==> src/rtl/pwm_bank_pkg.sv <==
package pwm_bank_pkg;
    localparam int NUM_CH   = 4;
    localparam int CNT_W    = 16;
    localparam int PSC_W    = 6;
    localparam int DATA_W   = 32;
    localparam int ADDR_W   = 8;

    localparam int CTRL_ADDR  = 'h00;
    localparam int LEN_BASE   = 'h04;
    localparam int HIGH_BASE  = 'h08;
    localparam int CH_STRIDE  = 8;
    localparam int DIV_ADDR   = 'h24;
    localparam int SENSE_LSB  = 8;
    localparam int STYLE_LSB  = 15;

    typedef struct packed {
        logic [PSC_W-1:0] div;
        logic [CNT_W-1:0] len;
        logic [CNT_W-1:0] high;
    } ch_cfg_t;
endpackage

==> src/rtl/pwm_tick_gen.sv <==
module pwm_tick_gen
    import pwm_bank_pkg::*;
#(
    parameter int W = PSC_W
) (
    input  logic         clk,
    input  logic         rst_n,
    input  logic         run,
    input  logic         restart,
    input  logic [W-1:0] limit,
    output logic         tick
);
    typedef struct packed {
        logic [W-1:0] cnt;
    } tick_state_t;

    tick_state_t st_d, st_q;

    always_comb begin
        st_d = st_q;
        tick = 1'b0;
        if (!run || restart) begin
            st_d.cnt = '0;
        end else if (st_q.cnt == limit) begin
            st_d.cnt = '0;
            tick     = 1'b1;
        end else begin
            st_d.cnt = st_q.cnt + 1'b1;
        end
    end

    always_ff @(posedge clk or negedge rst_n) begin
        if (!rst_n) st_q <= '0;
        else        st_q <= st_d;
    end
endmodule

==> src/rtl/pwm_channel.sv <==
module pwm_channel
    import pwm_bank_pkg::*;
(
    input  logic    clk,
    input  logic    rst_n,
    input  logic    run_bit,
    input  logic    sense,
    input  ch_cfg_t cfg,
    output logic    wave
);
    typedef struct packed {
        logic             running;
        logic             run_prev;
        logic [CNT_W-1:0] pos;
        ch_cfg_t          work;
    } ch_state_t;

    ch_state_t st_d, st_q;
    logic      restart;
    logic      tick;
    logic      last_pos;
    logic      active;

    assign restart = run_bit && !st_q.run_prev;

    pwm_tick_gen #(.W(PSC_W)) u_tick (
        .clk     (clk),
        .rst_n   (rst_n),
        .run     (st_q.running),
        .restart (restart),
        .limit   (st_q.work.div),
        .tick    (tick)
    );

    always_comb begin
        st_d          = st_q;
        st_d.run_prev = run_bit;
        st_d.running  = run_bit;
        last_pos      = ({1'b0, st_q.pos} + 1'b1) >= {1'b0, st_q.work.len};
        if (restart) begin
            st_d.work = cfg;
            st_d.pos  = '0;
        end else if (!st_q.running) begin
            st_d.pos = '0;
        end else if (tick) begin
            st_d.pos = last_pos ? '0 : st_q.pos + 1'b1;
        end
        active = st_q.running && (st_q.pos < st_q.work.high);
        wave   = active ~^ sense;
    end

    always_ff @(posedge clk or negedge rst_n) begin
        if (!rst_n) st_q <= '0;
        else        st_q <= st_d;
    end
endmodule

==> src/rtl/pwm_regfile.sv <==
module pwm_regfile
    import pwm_bank_pkg::*;
(
    input  logic                         clk,
    input  logic                         rst_n,
    input  logic                         bus_wr,
    input  logic                         bus_rd,
    input  logic [ADDR_W-1:0]            bus_addr,
    input  logic [DATA_W-1:0]            bus_wdata,
    output logic [DATA_W-1:0]            bus_rdata,
    output logic [NUM_CH-1:0]            run_bits,
    output logic [NUM_CH-1:0]            sense_bits,
    output ch_cfg_t [NUM_CH-1:0]         cfg
);
    typedef struct packed {
        logic [NUM_CH-1:0]             run;
        logic [NUM_CH-1:0]             sense;
        logic [NUM_CH-1:0]             style;
        logic [NUM_CH-1:0][CNT_W-1:0]  len;
        logic [NUM_CH-1:0][CNT_W-1:0]  high;
        logic [NUM_CH-1:0][PSC_W-1:0]  div;
        logic [DATA_W-1:0]             rdata;
    } reg_state_t;

    reg_state_t st_d, st_q;

    function automatic logic [ADDR_W-1:0] len_addr(input int c);
        return ADDR_W'(LEN_BASE + CH_STRIDE * c);
    endfunction

    function automatic logic [ADDR_W-1:0] high_addr(input int c);
        return ADDR_W'(HIGH_BASE + CH_STRIDE * c);
    endfunction

    always_comb begin
        st_d = st_q;
        if (bus_wr) begin
            if (bus_addr == ADDR_W'(CTRL_ADDR)) begin
                st_d.run   = bus_wdata[NUM_CH-1:0];
                st_d.sense = bus_wdata[SENSE_LSB +: NUM_CH];
                st_d.style = bus_wdata[STYLE_LSB +: NUM_CH];
            end
            if (bus_addr == ADDR_W'(DIV_ADDR)) begin
                for (int c = 0; c < NUM_CH; c++)
                    st_d.div[c] = bus_wdata[(NUM_CH-1-c)*PSC_W +: PSC_W];
            end
            for (int c = 0; c < NUM_CH; c++) begin
                if (bus_addr == len_addr(c))  st_d.len[c]  = bus_wdata[CNT_W-1:0];
                if (bus_addr == high_addr(c)) st_d.high[c] = bus_wdata[CNT_W-1:0];
            end
        end
        if (bus_rd) begin
            st_d.rdata = '0;
            if (bus_addr == ADDR_W'(CTRL_ADDR)) begin
                st_d.rdata[NUM_CH-1:0]             = st_q.run;
                st_d.rdata[SENSE_LSB +: NUM_CH]    = st_q.sense;
                st_d.rdata[STYLE_LSB +: NUM_CH]    = st_q.style;
            end
            if (bus_addr == ADDR_W'(DIV_ADDR)) begin
                for (int c = 0; c < NUM_CH; c++)
                    st_d.rdata[(NUM_CH-1-c)*PSC_W +: PSC_W] = st_q.div[c];
            end
            for (int c = 0; c < NUM_CH; c++) begin
                if (bus_addr == len_addr(c))  st_d.rdata[CNT_W-1:0] = st_q.len[c];
                if (bus_addr == high_addr(c)) st_d.rdata[CNT_W-1:0] = st_q.high[c];
            end
        end
    end

    always_ff @(posedge clk or negedge rst_n) begin
        if (!rst_n) st_q <= '0;
        else        st_q <= st_d;
    end

    assign bus_rdata  = st_q.rdata;
    assign run_bits   = st_q.run;
    assign sense_bits = st_q.sense;

    always_comb begin
        for (int c = 0; c < NUM_CH; c++) begin
            cfg[c].div  = st_q.div[c];
            cfg[c].len  = st_q.len[c];
            cfg[c].high = st_q.high[c];
        end
    end
endmodule

==> src/rtl/pwm_bank_top.sv <==
module pwm_bank_top
    import pwm_bank_pkg::*;
(
    input  logic              clk,
    input  logic              rst_n,
    input  logic              bus_wr,
    input  logic              bus_rd,
    input  logic [7:0]        bus_addr,
    input  logic [31:0]       bus_wdata,
    output logic [31:0]       bus_rdata,
    output logic [3:0]        pwm_out
);
    logic [NUM_CH-1:0]        run_w;
    logic [NUM_CH-1:0]        sense_w;
    ch_cfg_t [NUM_CH-1:0]     cfg_w;
    logic [NUM_CH*CNT_W-1:0]  high_w;

    pwm_regfile u_regs (
        .clk        (clk),
        .rst_n      (rst_n),
        .bus_wr     (bus_wr),
        .bus_rd     (bus_rd),
        .bus_addr   (bus_addr),
        .bus_wdata  (bus_wdata),
        .bus_rdata  (bus_rdata),
        .run_bits   (run_w),
        .sense_bits (sense_w),
        .cfg        (cfg_w)
    );

    for (genvar c = 0; c < NUM_CH; c++) begin : g_ch
        assign high_w[c*CNT_W +: CNT_W] = cfg_w[c].high;
        pwm_channel u_ch (
            .clk     (clk),
            .rst_n   (rst_n),
            .run_bit (run_w[c]),
            .sense   (sense_w[c]),
            .cfg     (cfg_w[c]),
            .wave    (pwm_out[c])
        );
    end
endmodule

==> config.mk <==
export PLATFORM = sky130hd
export DESIGN_NAME = pwm_bank_top
export DESIGN_NICKNAME = d
export VERILOG_FILES = /design/src/rtl/pwm_bank_pkg.sv /design/src/rtl/pwm_tick_gen.sv /design/src/rtl/pwm_channel.sv /design/src/rtl/pwm_regfile.sv /design/src/rtl/pwm_bank_top.sv
export SDC_FILE = /design/constraint.sdc
export NUM_CORES = 1
export LEC_CHECK = 0
export BUFFER_PORTS_ARGS = -buffer_cell sky130_fd_sc_hd__buf_2
export CAP_MARGIN = 20
export CORE_ASPECT_RATIO = 2
export CORE_MARGIN = 3
export CORE_UTILIZATION = 40
export CTS_BUF_LIST = sky130_fd_sc_hd__clkbuf_16
export DETAILED_ROUTE_END_ITERATION = 8
export PLACE_DENSITY_LB_ADDON = 0.08
export SLEW_MARGIN = 20
export SYNTH_ARGS = -nofsm -noshare
export SYNTH_HDL_FRONTEND = slang
export SYNTH_SLANG_ARGS = --single-unit
==> constraint.sdc <==
create_clock -name clk -period 3.59 [get_ports clk]
set_input_delay 0.718 -clock clk [delete_from_list [all_inputs] [get_ports clk]]
set_output_delay 0.718 -clock clk [all_outputs]
set_load 0.005 [all_outputs]
== Yosys cells after proc, flatten, opt, wreduce, memory -nomap -nowiden ==
Index checks and enable logic that the tools add are counted.
Cells by class
  $add $sub $neg: 12
  reduce and logical (&&, ||, !) cells: 27
  order comparisons: 8
  bitwise logic cells: 4
  equal/unequal tests: 17
  mux-type cells: 44
Operators with widths (count)
  $mux W16: 24
  $add A16 B1 Y17 const B: 4
  $ge A17 B16 Y1: 4
  $add A16 B1 Y16 const B: 4
  $lt A16 B16 Y1: 4
  $mux W6: 8
  $eq A8 B5 Y1 const B: 4
  $add A6 B1 Y6 const B: 4
  $eq A6 B6 Y1: 4
  $mux W24: 1
  $reduce_and A2 Y1: 10
  $eq A8 B4 Y1 const B: 2
  $eq A8 B6 Y1 const B: 2
  $mux W4: 3
  $ne A3 B3 Y1 const B: 4
  $eq A8 B3 Y1 const B: 1
  $logic_and A1 B1 Y1: 8
  $logic_not A8 Y1: 1
  $mux W1: 8
  $logic_not A1 Y1: 4
  $logic_or A1 B1 Y1: 4
  $xnor A1 B1 Y1: 4
Storage, ports and cells
  input bits: 44
  logic and storage cells: 152
  output and inout port bits: 36
  flip-flop bits (word level): 432

== Logic depth before layout (Yosys ltp) ==
Gate-level depths: netlist (run 1).
  depth in word-level cells: 11
  depth in mapped cells: 15
  depth with buffers taken out: 13

== Modules after synthesis ==
From an unflattened synthesis (run 1), not the netlist that was laid out.
Unflattened totals
  cells, all modules: 2417
  area total of the unflattened synthesis: 24837.6 µm²
Modules (own cells, without submodules)
  pwm_channel: times used 4, sequential area each 1376.3 µm², cells an instance 344, area each 3269.4 µm²
  pwm_regfile: times used 1, sequential area each 4704.5 µm², cells an instance 909, area each 10223.6 µm²
  pwm_tick_gen: times used 4, sequential area each 150.1 µm², cells an instance 33, area each 384.1 µm²

== Worst setup path after synthesis (run 1) ==
No wires, ideal clock.
  path type: reg2reg
  start: reg g_ch[2].u_ch.st_q[38] (netlist name)
  end: reg g_ch[2].u_ch.st_q[40] (netlist name)
  cell stages (with the launch flop): 13
  required time: 3.469 ns
  path buffers: 0
  clock period less this slack: 3.143 ns
  path slack: 0.447 ns
  arrival: 3.022 ns
  setup time: 0.121 ns
  cell sequence: dfrtp_1 ha_1 nand3_1 nor4_1 nand2_1 xnor2_1 ha_1 nand4_1 a211oi_1 o41ai_1 a21oi_1 nor2_2 a22o_1
On the way
  longest elaborated chain between the ends: 6
  elaborated cells on any way between the ends: 7
  those cells by class: 2 x add/sub; 1 x order compare; 4 x mux
RTL lines
  start: declaration: RTL line pwm_channel.sv:18  | ch_state_t st_d, st_q;
  start signal: assignment: RTL line pwm_channel.sv:54  | else st_q <= st_d;
  $add A16 B1 Y17: RTL line pwm_channel.sv:39  | last_pos = ({1'b0, st_q.pos} + 1'b1) >= {1'b0, st_q.work.len};
  $ge A17 B16 Y1: RTL line pwm_channel.sv:39
  $mux W16 *: RTL line pwm_channel.sv:46  | st_d.pos = last_pos ? '0 : st_q.pos + 1'b1;
  $mux W16 *: RTL line pwm_channel.sv:45  | end else if (tick) begin
  $mux W16 *: RTL line pwm_channel.sv:43  | end else if (!st_q.running) begin
  $mux W16 *: RTL line pwm_channel.sv:40  | if (restart) begin
Mark *: on every way between the ends. The rest lies on a longest branch, timed or not. The select of a mux whose other input is x is not followed.
A chain may end at the register's enable or synchronous reset.

== Final worst setup path (run 1) ==
  start: reg g_ch[0].u_ch.st_q[47] (netlist name)
  end: out pwm_out[0]
On the way
  longest elaborated chain between the ends: 3
RTL lines
  start: declaration: RTL line pwm_channel.sv:18
  start signal: assignment: RTL line pwm_channel.sv:54
  $lt A16 B16 Y1: RTL line pwm_channel.sv:48  | active = st_q.running && (st_q.pos < st_q.work.high);
  $logic_and A1 B1 Y1: RTL line pwm_channel.sv:48
  $xnor A1 B1 Y1: RTL line pwm_channel.sv:49  | wave = active ~^ sense;
  end: declaration: RTL line pwm_bank_top.sv:11  | output logic [3:0] pwm_out
Every way passes these cells.

==> flow_summary.toml, run 1 <==
[status]
outcome = "finished clean"

[place]
port_buffers = 63
place_hpwl_um = 51080
dpl_cell_area_mm2 = 0.02400
gp_congestion = 0.9573
dp_slack_ns = 0.1530

[global_route]
grt_max_degree = 75
antenna_found_initial = 1
grt.total_usage_pct = 22.70
grt_pass1_wl_um = 104100
overflow = 0
grt_pass1_vias = 16860

[drt]
drt_iter0_drc = 1011
antenna_left = 0
vias = 16280
drc = 0
post_drt_wl_per_cell_um = 22.55
drt_first_pass_iters = 5
vias_per_cell = 5.440
wirelength_um = 67480

[clock_tree]
root_buffer = "clkbuf_16"
clock-sinks = 432
h-tree-depth = 2
cts_buffer_depth = 3
cts_buffers = 42
cts_tree = "done"
clock_latency_ns = 0.56
cts.clk_slew.worst_paths_ns = 0.06

[floorplanning]
core-area_mm2 = 0.05572
initial_core_util_pct = 40.69
dieArea_mm2 = 0.05975
die_y_um = 342.7
fp-row-count = 122
io_pins = 80
die_x_um = 174.3

[critical_path]
slowest_stage = "a2111oi_2"
cp_max_fo = 3
path_class = "register to output port"
rr_startpoint = "g_ch[0].u_ch.st_q[41]$_DFFE_PN0P_"
worst-path-stages = 9
reg2reg_depth = 12
rr_endpoint = "g_ch[0].u_ch.st_q[51]$_DFFE_PN0P_"
crit_path_end_kind = "output port"
crit_family = "compound AO/OA/AOI/OAI gates"
crit_arrival_ns = 2.74
max_stage_delay_ns = 0.41
critPathBufInv = 2
crit_chain = "buf_4, ha_1, a41oi_2, o21ai_0, a21oi_1, o211ai_1, a2111oi_2, xnor2_1, buf_2"
r2r_slack_ns = 0.22
required_ns = 2.87
crit_path_start_kind = "register"

[sta]
finalCritPeriodShare_pct = 96.21
clock_skew_ns = 0.01605
fin_crit_ns = 3.454
setup_viol = 0
fmax_mhz = 289.5
tightest_slew_ns = 0.9426
slew_viol_final = 0
fin_ws_ns = 0.1362
final.setup.tns_ns = 0
slew_headroom_pct = 37.16
holdWs_ns = 0.1048
hold_viol_final = 0

[layout]
design_area_mm2 = 0.02551
n_antenna_cell = 0
final_layout_size_suffix_gt1_share_pct = 22.06
areaGrowthSynthToFinish_pct = 12.50
final_nets = 2393

[synth]
ys_warn_count = 0
synth_common_cells = "dfrtp_1 (432), mux2_2 (227), nand2_1 (205)"
async_reset_ff_share_pct = 100.0
muxShareOfSynthArea_pct = 12.26
synth_xor_area_share_pct = 3.631
postSynthCellCount = 2149
synth_flop_cell = "dfrtp_1"
synth_area_mm2 = 0.02267
yosys.area.top_type = "dfrtp_1"
synth-compound-area-share_pct = 12.16
yosysUniqueCellTypes = 74
ys_seq_area_share_pct = 47.68
synth_area_per_cell_um2 = 10.55
ys_seq_elements = 432
synthSimpleGateAreaFrac_pct = 11.33
yosysTopAreaCellShare_pct = 47.68
synth_top_family_by_area = "multiplexers"
synth_most_common_cell = "dfrtp_1"
synthTopCellsByArea = "dfrtp_1 (48%), mux2_2 (11%), ha_1 (7.3%), o21ai_0 (3.8%), nand2_1 (3.4%)"
synthAdderAreaFrac_pct = 7.285
synth_edf_count = 0

[power]
p_per_area_mw_per_mm2 = 427.3
p_leak_nw = 12.12
ir_drop_v = 0.0003801

[flow_run]
drv_cap = 0

[hold_path]
worst_hold_path_type = "input pin to asynchronous set/reset pin"
[cell usage in the layout, fill, tap and decap left out, types with 20 or more instances in the layout]
cell,netlist,final
o21ai_0,170,167
nand2_1,205,205
a22o_1,20,20
nand3_1,65,65
a21oi_1,56,55
nor2_1,80,79
mux2_2,227,227
buf_2,19,62
ha_1,132,130
xor2_1,42,42
xnor2_1,52,51
and3_1,20,20
a31oi_1,30,28
mux2i_1,20,20
nor2b_1,27,24
inv_1,158,163
dfrtp_1,432,430
buf_4,38,85
clkbuf_16,0,43
nand4_1,28,28
[worst reg2reg max path, stage by stage (launching register included)]
cell,delay (ns)
dfrtp_1,0.44
and3_1,0.32
and3_1,0.26
nand3_1,0.15
xnor2_1,0.32
ha_1,0.31
nor2_1,0.14
nor2b_1,0.12
a211o_1,0.27
a211oi_1,0.20
buf_4,0.20
nand3_1,0.28
o21ai_0,0.29
[state kept, by name, summed over array words and instances (netlist names)]
signal	cells
g_ch.u_ch.st_q	220
u_regs.cfg	152
g_ch.u_ch.u_tick.st_q	24
u_regs.bus_rdata	24
u_regs.run_bits	4
u_regs.sense_bits	4
u_regs.st_q	4
[per-layer routing]
layer,vias to the layer above,global-route usage (%),routed length (µm)
met5,-,0,0
met4,0,12.50,4343
met3,130,2.270,1774
met2,302,40.91,34980
met1,8111,26.31,26380
li1,7732,-,-
[final cells by class]
class	count	area [µm²]
fillers	5332	30210
flip-flops and latches	432	10810
multi-input cells	1430	10760
clock buffers	43	1076
repair buffers	153	1064
well taps	744	930.9
inverters	158	593.1
clock inverters	32	269.0
[how the worst max path moves through the flow]
stage | from | endpoint
after global routing | g_ch[1].u_ch.st_q[40]$_DFFE_PN0P_ | pwm_out[1]
after detailed placement | g_ch[2].u_ch.st_q[39]$_DFFE_PN0P_ | g_ch[2].u_ch.st_q[51]$_DFFE_PN0P_
final | g_ch[0].u_ch.st_q[47]$_DFFE_PN0P_ | pwm_out[0]
after global placement | g_ch[2].u_ch.st_q[39]$_DFFE_PN0P_ | g_ch[2].u_ch.st_q[40]$_DFFE_PN0P_
after CTS | g_ch[0].u_ch.st_q[40]$_DFFE_PN0P_ | pwm_out[0]
after floorplan | g_ch[2].u_ch.st_q[38]$_DFFE_PN0P_ | g_ch[2].u_ch.st_q[40]$_DFFE_PN0P_
[timing repair]
action                                 4_1_cts  5_1_grt
pin swaps                                    4       15
resized for setup                            5       20
hold buffers                                 0        0
endpoints found under the hold margin        0        0
setup endpoints to repair                    2       25
gates cloned                                 0        0
setup buffers                                0        4
[power breakdown]
part	switching (mW)	internal (mW)	leakage, nW
logic	0.815	0.433	5.49
registers	0.153	5.07	5.96
clock network	1.95	2.47	0.670
[stage by stage]
stage / power, mW / instances / util, %
finish: 10.90 / 2992 / 45.78
global route: 11.39 / 2992 / 45.78
CTS: 11.05 / 2988 / 45.54
detailed placement: 6.548 / 2913 / 43.08
global placement: 6.520 / 2913 / 43.08
floorplan: 6.004 / 2156 / -
[cells by family (layout without fill, tap and decap cells)]
| logic type | after synthesis | in the layout |
|---|---|---|
| AOI/OAI and AO/OA | 429 | 429 |
| xor gates and xnor gates | 94 | 94 |
| adders and majority gates | 132 | 132 |
| buffers and inverters | 294 | 386 |
| DFF | 432 | 432 |
| muxes | 249 | 249 |
| other | 1 | 8 |
| and+or+nand+nor | 518 | 518 |
Power figures use the tool's default switching activity.
==> run 2: changes to the inputs <==
- CELL_PAD_IN_SITES_DETAIL_PLACEMENT: default -> 1
- CELL_PAD_IN_SITES_GLOBAL_PLACEMENT: default -> 2
==> run 2 against run 1 <==
  * Via count is 1.3% higher
  * Sequential power is essentially flat
  * Core utilization grew 0.35 points
  * Wire length rose by 6.1%
  * Critical path depth down 2
  * Sequential share of layout area is 0.33 points lower
  * Power rose by 2.5%
  * Count of clock-buffer cells in the layout increased by 2
  * Fmax is 0.43% higher
  * Critical endpoint is now pwm_out[1]
  * Largest power group unchanged
  * Highest routed layer is now met5
==> flow_summary.toml, run 2 (synthesized netlist as in run 1, its figures left out) <==
[floorplanning]
dieArea_mm2 = 0.05975
initial_core_util_pct = 40.69
fp-row-count = 122
io_pins = 80
die_x_um = 174.3
core-area_mm2 = 0.05572
die_y_um = 342.7

[flow_run]
drv_cap = 0

[power]
ir_drop_v = 0.0003447
power_mw = 11.17
p_leak_nw = 12.22
p_per_area_mw_per_mm2 = 434.7

[sta]
hold_viol_final = 0
setup_viol = 0
clock_skew_ns = 0.02703
tightest_slew_ns = 1.008
finalCritPeriodShare_pct = 95.80
rsz0062_at_grt = "yes"
holdWs_ns = 0.2228
fin_crit_ns = 3.439
slew_viol_final = 0
fmax_mhz = 290.8
slew_headroom_pct = 32.69

[critical_path]
crit_arrival_ns = 2.72
path_class = "register to output port"
cp_max_fo = 4
required_ns = 2.87
reg2reg_depth = 12
crit_path_start_kind = "register"
crit_path_end_kind = "output port"

[place]
port_buffers = 63
gp_congestion = 0.9411
dpl_cell_area_mm2 = 0.02411
place_hpwl_um = 54430

[drt]
antenna_left = 0
drc = 0
post_drt_wl_per_cell_um = 23.85
drt_iter0_drc = 712
vias_per_cell = 5.496
drt_first_pass_iters = 5
wirelength_um = 71570
vias = 16490

[global_route]
grt.total_usage_pct = 23.97
grt_max_degree = 107
antenna_found_initial = 2
grt_pass1_wl_um = 110000
overflow = 0
grt_pass1_vias = 17920

[clock_tree]
cts_hold_buf = 0
clock_latency_ns = 0.58
cts_tree = "done"
clock-sinks = 432
cts_buffers = 43
root_buffer = "clkbuf_16"
cts_buffer_depth = 3
cts.clk_slew.worst_paths_ns = 0.07
h-tree-depth = 2

[layout]
design_area_mm2 = 0.02570
largest_reg_flops = 220
final_nets = 2401
final_layout_size_suffix_gt1_share_pct = 22.38
final_cell_mix = "dfrtp_1 (431), mux2_2 (227), nand2_1 (205)"
areaGrowthSynthToFinish_pct = 13.37
top_register = "g_ch.u_ch.st_q"
utilization_pct = 46.13
final_common_cell = "dfrtp_1"
fillers = 6112

[hold_path]
worst_hold_path_type = "input pin to asynchronous set/reset pin"

[status]
outcome = "finished clean"
run 2: repair_timing:
action                     4_1_cts  5_1_grt
setup endpoints to repair        4       25
pin swaps                        8        8
gates resized for setup          9       19
buffers inserted                 1        1
run 2: worst max-delay path, stage by stage (launching register included):
cell,delay [ns]
dfrtp_1,0.44
ha_1,0.32
a41o_1,0.23
a211oi_1,0.31
o211ai_1,0.21
a41oi_2,0.28
xnor2_1,0.18
buf_2,0.16
run 2: through the flow:
step | setup WS, ns | TNS (ns) | instances
6_report | 0.1509 | 0 | 3001
5_1_grt | -0.02346 | -0.04356 | 3000
2_1_floorplan | 0.4473 | 0 | 2156
3_3_place_gp | 0.2329 | 0 | 2922
4_1_cts | -0.008971 | -0.008971 | 2999
3_5_place_dp | 0.1965 | 0 | 2922
run 2: per-layer routing:
layer	global-route usage [%]	wire length, µm	vias to the layer above
met5	0	31	-
met4	11.64	3947	4
met3	2.547	1654	131
met2	44.86	37870	229
met1	26.89	28070	8405
li1	-	-	7723
run 2: where the power goes:
group | internal, mW | switching (mW) | leakage, nW
registers | 5.07 | 0.156 | 5.96
logic | 0.455 | 0.839 | 5.54
clock network | 2.64 | 2.02 | 0.712
total | 8.16 | 3.01 | 12.2
run 2: final timing paths:
path	start	endpoint	slack, ns
min	rst_n	g_ch[0].u_ch.u_tick.st_q[2]$_DFF_PN0_	0.22
max	g_ch[1].u_ch.st_q[49]$_DFFE_PN0P_	pwm_out[1]	0.15
max in group asynchronous	rst_n	g_ch[2].u_ch.st_q[30]$_DFFE_PN0P_	2.33
max reg2reg	g_ch[1].u_ch.st_q[40]$_DFFE_PN0P_	g_ch[1].u_ch.st_q[51]$_DFFE_PN0P_	0.21
min reg2reg	u_regs.run_bits[2]$_DFFE_PN0P_	g_ch[2].u_ch.st_q[55]$_DFF_PN0_	0.47
min in group clk	bus_wdata[23]	u_regs.cfg[37]$_DFFE_PN0P_	0.39
run 2: cell type report:
| type | instances | area (µm²) | share of cell area, % |
|---|---|---|---|
| clock buffer | 45 | 1126 | 4.381 |
| sequential | 432 | 10810 | 42.06 |
| inverter | 158 | 593.1 | 2.307 |
| antenna | 1 | 2.502 | 0.009736 |
| tap | 744 | 930.9 | 3.622 |
| multi-input combinational | 1430 | 10790 | 41.97 |
| clock inverter | 31 | 294.0 | 1.144 |
| timing repair buffer | 160 | 1157 | 4.503 |
